[src/rtl/ptpm_pkg.sv]
package ptpm_pkg;

  typedef enum logic [1:0] {
    MSG_SYNC   = 2'd0,
    MSG_FOLLOW = 2'd1,
    MSG_DRESP  = 2'd2
  } msg_kind_e;

  // strobes from control to datapath
  typedef struct packed {
    logic startSync;
    logic latchSof;
    logic advanceSeq;
    logic popQueue;
  } ctrl_strobes_t;

endpackage

[src/rtl/ptpm_ctrl.sv]
module ptpm_ctrl
  import ptpm_pkg::*;
#(
  parameter int TIMEOUT_CYC = 64
) (
  input  logic          clk,
  input  logic          rstN,
  input  logic          syncDue,
  input  logic          queueNonEmpty,
  input  logic          txAck,
  input  logic          txSofStrobe,
  output logic          txReq,
  output msg_kind_e     txKind,
  output ctrl_strobes_t strb,
  output logic          syncLost
);

  localparam int TW = $clog2(TIMEOUT_CYC + 1);
  localparam logic [TW-1:0] LAST = TW'(TIMEOUT_CYC - 1);

  typedef enum logic [2:0] {
    ST_IDLE,
    ST_SYNC,
    ST_WAIT,
    ST_FUP,
    ST_DRESP
  } state_e;

  state_e state, stateNext;
  logic [TW-1:0] timer;

  always_comb begin
    stateNext = state;
    strb      = '0;
    unique case (state)
      ST_IDLE: begin
        if (syncDue) begin
          stateNext      = ST_SYNC;
          strb.startSync = 1'b1;
        end else if (queueNonEmpty) begin
          stateNext = ST_DRESP;
        end
      end
      ST_SYNC: if (txAck) stateNext = ST_WAIT;
      ST_WAIT: begin
        if (txSofStrobe) begin
          stateNext     = ST_FUP;
          strb.latchSof = 1'b1;
        end else if (timer == LAST) begin
          stateNext       = ST_IDLE;
          strb.advanceSeq = 1'b1;
        end
      end
      ST_FUP: begin
        if (txAck) begin
          stateNext       = ST_IDLE;
          strb.advanceSeq = 1'b1;
        end
      end
      ST_DRESP: begin
        if (txAck) begin
          stateNext     = ST_IDLE;
          strb.popQueue = 1'b1;
        end
      end
      default: stateNext = ST_IDLE;
    endcase
  end

  always_ff @(posedge clk or negedge rstN) begin
    if (!rstN) begin
      state    <= ST_IDLE;
      timer    <= '0;
      syncLost <= 1'b0;
    end else begin
      state    <= stateNext;
      syncLost <= (state == ST_WAIT) && !txSofStrobe && (timer == LAST);
      if (state != ST_WAIT) timer <= '0;
      else                  timer <= timer + 1'b1;
    end
  end

  assign txReq = (state == ST_SYNC) || (state == ST_FUP) || (state == ST_DRESP);

  always_comb begin
    unique case (state)
      ST_FUP:   txKind = MSG_FOLLOW;
      ST_DRESP: txKind = MSG_DRESP;
      default:  txKind = MSG_SYNC;
    endcase
  end

endmodule

[src/rtl/ptpm_datapath.sv]
module ptpm_datapath
  import ptpm_pkg::*;
#(
  parameter int SEC_W       = 32,
  parameter int NS_W        = 30,
  parameter int SEQ_W       = 16,
  parameter int DROP_W      = 16,
  parameter int INTERVAL_W  = 24,
  parameter int TICK_NS     = 8,
  parameter int NS_WRAP     = 1000000000,
  parameter int QUEUE_DEPTH = 2
) (
  input  logic                  clk,
  input  logic                  rstN,
  input  logic [INTERVAL_W-1:0] syncInterval,
  input  ctrl_strobes_t         strb,
  input  msg_kind_e             txKind,
  input  logic                  rxDreqStrobe,
  input  logic [SEQ_W-1:0]      rxDreqSeqId,
  output logic                  syncDue,
  output logic                  queueNonEmpty,
  output logic [SEQ_W-1:0]      txSeqId,
  output logic [SEC_W-1:0]      txSec,
  output logic [NS_W-1:0]       txNs,
  output logic [SEC_W-1:0]      nowSec,
  output logic [NS_W-1:0]       nowNs,
  output logic [DROP_W-1:0]     dropCount
);

  localparam int PW = (QUEUE_DEPTH > 1) ? $clog2(QUEUE_DEPTH) : 1;
  localparam int CW = $clog2(QUEUE_DEPTH + 1);
  localparam logic [NS_W:0] WRAP_V = (NS_W + 1)'(NS_WRAP);
  localparam logic [NS_W:0] TICK_V = (NS_W + 1)'(TICK_NS);
  localparam logic [CW-1:0] FULL_V = CW'(QUEUE_DEPTH);
  localparam logic [PW-1:0] LASTP  = PW'(QUEUE_DEPTH - 1);

  // time of day
  logic [NS_W:0] nsSum;
  assign nsSum = {1'b0, nowNs} + TICK_V;

  always_ff @(posedge clk or negedge rstN) begin
    if (!rstN) begin
      nowNs  <= '0;
      nowSec <= '0;
    end else if (nsSum >= WRAP_V) begin
      nowNs  <= NS_W'(nsSum - WRAP_V);
      nowSec <= nowSec + 1'b1;
    end else begin
      nowNs <= nsSum[NS_W-1:0];
    end
  end

  // sync interval pacing
  logic [INTERVAL_W-1:0] ivCount;
  logic                  ivHit;
  assign ivHit = (syncInterval != '0) && (ivCount >= syncInterval - 1'b1);

  always_ff @(posedge clk or negedge rstN) begin
    if (!rstN) begin
      ivCount <= '0;
      syncDue <= 1'b0;
    end else begin
      if (syncInterval == '0 || ivHit) ivCount <= '0;
      else                             ivCount <= ivCount + 1'b1;
      if (strb.startSync) syncDue <= 1'b0;
      if (ivHit)          syncDue <= 1'b1;
    end
  end

  // sync timestamp and exchange identifier
  logic [SEC_W-1:0] sofSec;
  logic [NS_W-1:0]  sofNs;
  logic [SEQ_W-1:0] seqId;

  always_ff @(posedge clk or negedge rstN) begin
    if (!rstN) begin
      sofSec <= '0;
      sofNs  <= '0;
      seqId  <= '0;
    end else begin
      if (strb.latchSof) begin
        sofSec <= nowSec;
        sofNs  <= nowNs;
      end
      if (strb.advanceSeq) seqId <= seqId + 1'b1;
    end
  end

  // delay request queue
  logic [QUEUE_DEPTH-1:0][SEQ_W-1:0] qSeq;
  logic [QUEUE_DEPTH-1:0][SEC_W-1:0] qSec;
  logic [QUEUE_DEPTH-1:0][NS_W-1:0]  qNs;
  logic [PW-1:0] wrPtr, rdPtr;
  logic [CW-1:0] qCount;
  logic push, pop, drop;

  assign pop   = strb.popQueue && (qCount != '0);
  assign push  = rxDreqStrobe && ((qCount != FULL_V) || pop);
  assign drop  = rxDreqStrobe && !push;
  assign queueNonEmpty = (qCount != '0);

  always_ff @(posedge clk or negedge rstN) begin
    if (!rstN) begin
      qSeq      <= '0;
      qSec      <= '0;
      qNs       <= '0;
      wrPtr     <= '0;
      rdPtr     <= '0;
      qCount    <= '0;
      dropCount <= '0;
    end else begin
      for (int i = 0; i < QUEUE_DEPTH; i++) begin
        if (push && wrPtr == PW'(i)) begin
          qSeq[i] <= rxDreqSeqId;
          qSec[i] <= nowSec;
          qNs[i]  <= nowNs;
        end
      end
      if (push) wrPtr <= (wrPtr == LASTP) ? '0 : wrPtr + 1'b1;
      if (pop)  rdPtr <= (rdPtr == LASTP) ? '0 : rdPtr + 1'b1;
      if (push && !pop)      qCount <= qCount + 1'b1;
      else if (pop && !push) qCount <= qCount - 1'b1;
      if (drop) dropCount <= dropCount + 1'b1;
    end
  end

  // outgoing payload
  always_comb begin
    unique case (txKind)
      MSG_FOLLOW: begin
        txSeqId = seqId;
        txSec   = sofSec;
        txNs    = sofNs;
      end
      MSG_DRESP: begin
        txSeqId = qSeq[rdPtr];
        txSec   = qSec[rdPtr];
        txNs    = qNs[rdPtr];
      end
      default: begin
        txSeqId = seqId;
        txSec   = '0;
        txNs    = '0;
      end
    endcase
  end

endmodule

[src/rtl/ptp_master_seq.sv]
module ptp_master_seq
  import ptpm_pkg::*;
#(
  parameter int SEC_W       = 32,
  parameter int NS_W        = 30,
  parameter int SEQ_W       = 16,
  parameter int DROP_W      = 16,
  parameter int INTERVAL_W  = 24,
  parameter int TICK_NS     = 8,
  parameter int NS_WRAP     = 1000000000,
  parameter int TIMEOUT_CYC = 64,
  parameter int QUEUE_DEPTH = 2
) (
  input  logic                  clk,
  input  logic                  rstN,
  input  logic [INTERVAL_W-1:0] syncInterval,
  output logic                  txReq,
  output logic [1:0]            txType,
  output logic [SEQ_W-1:0]      txSeqId,
  output logic [SEC_W-1:0]      txSec,
  output logic [NS_W-1:0]       txNs,
  input  logic                  txAck,
  input  logic                  txSofStrobe,
  input  logic                  rxDreqStrobe,
  input  logic [SEQ_W-1:0]      rxDreqSeqId,
  output logic [SEC_W-1:0]      nowSec,
  output logic [NS_W-1:0]       nowNs,
  output logic                  syncLost,
  output logic [DROP_W-1:0]     dropCount
);

  ctrl_strobes_t strb;
  msg_kind_e     txKind;
  logic          syncDue;
  logic          queueNonEmpty;

  ptpm_ctrl #(.TIMEOUT_CYC(TIMEOUT_CYC)) u_ctrl (
    .clk          (clk),
    .rstN         (rstN),
    .syncDue      (syncDue),
    .queueNonEmpty(queueNonEmpty),
    .txAck        (txAck),
    .txSofStrobe  (txSofStrobe),
    .txReq        (txReq),
    .txKind       (txKind),
    .strb         (strb),
    .syncLost     (syncLost)
  );

  ptpm_datapath #(
    .SEC_W(SEC_W), .NS_W(NS_W), .SEQ_W(SEQ_W), .DROP_W(DROP_W),
    .INTERVAL_W(INTERVAL_W), .TICK_NS(TICK_NS), .NS_WRAP(NS_WRAP),
    .QUEUE_DEPTH(QUEUE_DEPTH)
  ) u_dp (
    .clk          (clk),
    .rstN         (rstN),
    .syncInterval (syncInterval),
    .strb         (strb),
    .txKind       (txKind),
    .rxDreqStrobe (rxDreqStrobe),
    .rxDreqSeqId  (rxDreqSeqId),
    .syncDue      (syncDue),
    .queueNonEmpty(queueNonEmpty),
    .txSeqId      (txSeqId),
    .txSec        (txSec),
    .txNs         (txNs),
    .nowSec       (nowSec),
    .nowNs        (nowNs),
    .dropCount    (dropCount)
  );

  assign txType = txKind;

endmodule

[config.mk]
export PLATFORM = sky130hd
export DESIGN_NAME = ptp_master_seq
export DESIGN_NICKNAME = d
export VERILOG_FILES = /design/src/rtl/ptpm_pkg.sv /design/src/rtl/ptpm_ctrl.sv /design/src/rtl/ptpm_datapath.sv /design/src/rtl/ptp_master_seq.sv
export SDC_FILE = /design/constraint.sdc
export NUM_CORES = 1
export LEC_CHECK = 0
export ABC_AREA = 1
export BUFFER_PORTS_ARGS = -buffer_cell sky130_fd_sc_hd__buf_2
export CAP_MARGIN = 10
export CORE_UTILIZATION = 50
export CTS_CLUSTER_SIZE = 30
export DETAILED_ROUTE_END_ITERATION = 10
export PLACE_DENSITY = 0.77
export SLEW_MARGIN = 10
export SYNTH_ARGS = -nofsm -noshare
export SYNTH_HDL_FRONTEND = slang
export SYNTH_SLANG_ARGS = --single-unit
[constraint.sdc]
create_clock -name clk -period 5.3 [get_ports clk]
set_clock_uncertainty 0.15 [all_clocks]
set_input_delay 0.53 -clock clk [delete_from_list [all_inputs] [get_ports clk]]
set_output_delay 0.53 -clock clk [all_outputs]
set_load 0.03 [all_outputs]
==> results.py <==
metrics = {
    "status": {
        "run_status": "finished, final reports clean",
    },
    "cts": {
        "cts_made_buffers": 38,
        "post_cts_buffers": 0,
        "maximum_number_of_buffers_from_clock_root_to_sink": 3,
        "cts_resized": 0,
        "h_tree_depth": 2,
        "clock_latency_on_the_worst_skew_pair_ns": 0.53,
        "sink_count_of_the_clock_tree": 340,
        "cts_tree": "done",
        "clockRootBuffer": "clkbuf_16",
        "clkTransAtPathRegs_ns": 0.06,
        "cts_hold_buffers": 1,
    },
    "drt": {
        "route.antenna.remaining_nets": 0,
        "detail_route.vias_per_cell": 5.49,
        "routedWlPerCell_um": 16.5,
        "drt_first_iter_violations": 1155,
        "route.vias.total": 15600,
        "drt_first_pass_iters": 6,
        "route.final.wire_length_um": 46600,
        "drc_errors": 0,
    },
    "logic_synthesis": {
        "netlist_area_um2": 17700,
        "sequential_cell_area_fraction_in_the_yosys_report_pct": 47.9,
        "predominant_post_synthesis_flop_cell": "dfrtp_1",
        "synth_enable_flop_cells": 0,
        "post_synth_main_area_contributors": "dfrtp_1 (48%), nand2_1 (12%), o21ai_0 (9.1%)",
        "yosys.cell_types.count": 42,
        "postSynth.asyncResetShare_pct": 100,
        "synth-seq-cells": 340,
        "yosys_warnings": 0,
        "syn_area_per_cell_um2": 8.01,
        "postSynthCellCount": 2216,
        "synth.largest_area_cell": "dfrtp_1",
        "synth.top_cell.area_share_pct": 47.9,
    },
    "sta": {
        "setup_viol": 0,
        "period_needed_ns": 4.01,
        "count_of_final_max_slew_check_failures": 0,
        "rsz0062_at_grt": "no",
        "layout_worst_path_cycle_share_pct": 75.7,
        "total_neg_setup_slack_ns": 0,
        "timing_hold_violations_final": 0,
        "max_slew_margin_pct": 27.7,
        "worst_pin_slew_ns": 1.08,
        "max_freq_mhz": 249,
    },
    "hold_path": {
        "timing.hold.worst_endpoint": "u_dp.qSeq[11]$_DFFE_PN0P_",
        "hold_removal_path_class": "primary input to flip-flop",
        "min_delay_path_depth": 3,
        "hold_path.startpoint": "rxDreqSeqId[11]",
    },
    "setup_path": {
        "r2r_start": "u_dp.nowNs[5]$_DFF_PN0_",
        "rrSetupSlack_ns": 1.50,
        "critPathRequiredTime_ns": 4.62,
        "timing_worst_setup_path_type": "flip-flop to output port",
        "worstSetupEndpointType": "output port",
        "path_cells": "inv_1 > nand2_1 > nor2_1 > ha_4 > buf_4 > o21a_1 > o21ai_0 > a21oi_1 > buf_2",
        "path_delay_family": "adder cells",
        "cp_peak_stage_delay_ns": 0.80,
        "data_arrival_time_at_the_worst_slack_endpoint_ns": 3.33,
        "buffer_and_inverter_count_on_the_worst_path": 3,
        "crit_path_top_delay_cell": "ha_4",
        "timing.critical_path.fanout_max": 69,
        "rr_worst_depth": 14,
        "reg2reg_end": "u_dp.nowNs[27]$_DFF_PN0_",
        "setup.worst_path.start_class": "flip-flop",
    },
    "pwr": {
        "p_total_uw": 8350,
        "power.ir.vdd_worst_uv": 400,
        "leakage_uw": 0.00971,
        "power.density_nw_per_um2": 413,
    },
    "job": {
        "cap_violations": 0,
    },
    "global_route": {
        "grt_first_pass_wirelength_um": 76000,
        "grt_util_all_layers_pct": 26.0,
        "vias_in_the_first_global_route": 15000,
        "overflow": 0,
        "grt_max_degree": 184,
        "grt_antenna_before_repair": 1,
    },
    "die": {
        "die_h_um": 190,
        "floorplan.initialDensity_pct": 51.1,
        "fp.dieW_um": 190,
        "boundaryPins": 205,
        "die_area_um2": 36200,
        "core_um2": 34700,
        "placementRows": 68,
    },
    "layout": {
        "antenna_cells": 0,
        "finish.net_count": 2444,
        "flow.area_growth_from_synthesis_pct": 13.9,
        "drive_gt1_share_pct": 12.4,
    },
    "placement": {
        "placer_congestion": 0.951,
        "port_buffers": 198,
        "detailedPlacementHpwl_um": 30900,
    },
}
==> sequential cells by signal, summed over array words and instances (netlist names), 2 cells and up <==
name,cells
u_dp.seqId,16
u_dp.nowSec,32
u_dp.ivCount,24
u_ctrl.timer,7
u_ctrl.state,3
u_dp.qNs,54
u_dp.nowNs,27
u_dp.dropCount,16
u_dp.sofNs,27
u_dp.qCount,2
u_dp.qSec,64
u_dp.qSeq,32
u_dp.sofSec,32
==> how the worst max path moves through the flow <==
stage	slack (ns)	end	startpoint	cells after the start
floorplan	1.71	u_dp.ivCount[21]$_DFF_PN0_	syncInterval[0]	19
global placement	1.10	u_dp.ivCount[20]$_DFF_PN0_	syncInterval[0]	18
detailed placement	0.95	u_dp.ivCount[20]$_DFF_PN0_	syncInterval[0]	18
CTS	1.26	txSec[25]	u_ctrl.state[1]$_DFFE_PN0P_	9
global route	0.96	u_dp.nowSec[2]$_DFFE_PN0N_	u_dp.nowNs[5]$_DFF_PN0_	15
finish	1.29	txSec[25]	u_ctrl.state[1]$_DFFE_PN0P_	9
==> layout make-up <==
type	count	area, um2
fill	3139	14500
sequential	340	8510
multi-input combinational	1590	8130
inverter	183	689
clock buffer	51	1110
clock inverter	7	88.8
timing repair buffer	209	1110
tap	455	569
==> worst reg2reg max path, stage by stage (launching register included) <==
cell,delay (ns)
dfrtp_1,0.50
nand2_1,0.14
nor2_2,0.23
nand2_1,0.15
nand2_1,0.08
nand2_1,0.11
ha_1,0.27
o21ai_1,0.27
nor2_1,0.09
nor2_1,0.16
nand3_1,0.11
nand2_1,0.10
nand2_2,0.26
nand2_4,0.77
a21boi_0,0.22
==> where the power goes <==
group	switching [uW]	total, uW	internal, uW
clock network	1040	2590	1550
logic	1680	2380	704
registers	296	3370	3080
total	3010	8350	5340
==> synth_stat cells (all sizes together) (2+ instances only) <==
library cell,n
nand4,33
o21bai,2
nor2,170
nor4,13
o21ai,339
a21oi,85
o21a,60
a31oi,7
nand3b,2
dfrtp,340
xnor2,25
o22ai,10
inv,183
a21boi,3
clkbuf,88
ha,37
xor2,89
nand3,70
buf,20
nor3b,5
nor3,46
and3,2
nand2,579
==> logic make-up (layout without fill, tap and decap cells) <==
family / count (synthesis) / in the layout / share of synthesized area (%)
other: 1 / 6 / 0.0211
xor gates and xnor gates: 114 / 114 / 5.71
adders and majority gates: 37 / 37 / 2.61
AOI/OAI and AO/OA: 510 / 510 / 15.7
and+or+nand+nor: 923 / 923 / 21.5
DFF: 340 / 340 / 47.9
buffers and inverters: 291 / 450 / 6.50
==> metal layers <==
metal / share of wire (%) / vias to the layer above / wire length [um] / GRT usage [%]
li1: - / 7505 / - / -
met1: 47 / 7494 / 21900 / 37.2
met2: 44 / 487 / 20700 / 40.2
met3: 6.1 / 84 / 2850 / 4.32
met4: 2.6 / 0 / 1220 / 8.43
met5: 0 / - / 0 / 0
==> metrics by stage <==
stage	setup WS (ns)	instances	hold WS (ns)	utilization (%)	cell area, um2
6_report	1.29	2835	0.125	58.2	20200
5_1_grt	0.963	2835	0.116	58.2	20200
3_3_place_gp	1.10	2776	0.178	54.7	19000
3_5_place_dp	0.952	2776	0.179	54.7	19000
2_1_floorplan	1.71	2221	0.0844	-	17800
4_1_cts	1.26	2835	0.0985	58.2	20200
==> cells in the final DEF (no fill, tap or decap), drive strengths merged, types with 2 or more instances in the layout <==
cell    count
buf       208
and3        2
bufinv      2
nor2      170
inv       181
clkbuf     51
o22ai      10
dfrtp     340
xor2       89
conb        6
a21boi      3
nand3b      2
ha         37
nor3b       5
nand2     579
o21a       60
clkinv      7
nand4      33
nor3       46
o21bai      2
nor4       13
a31oi       7
xnor2      25
o21ai     339
a21oi      85
nand3      70
Power figures use the tool's default switching activity.
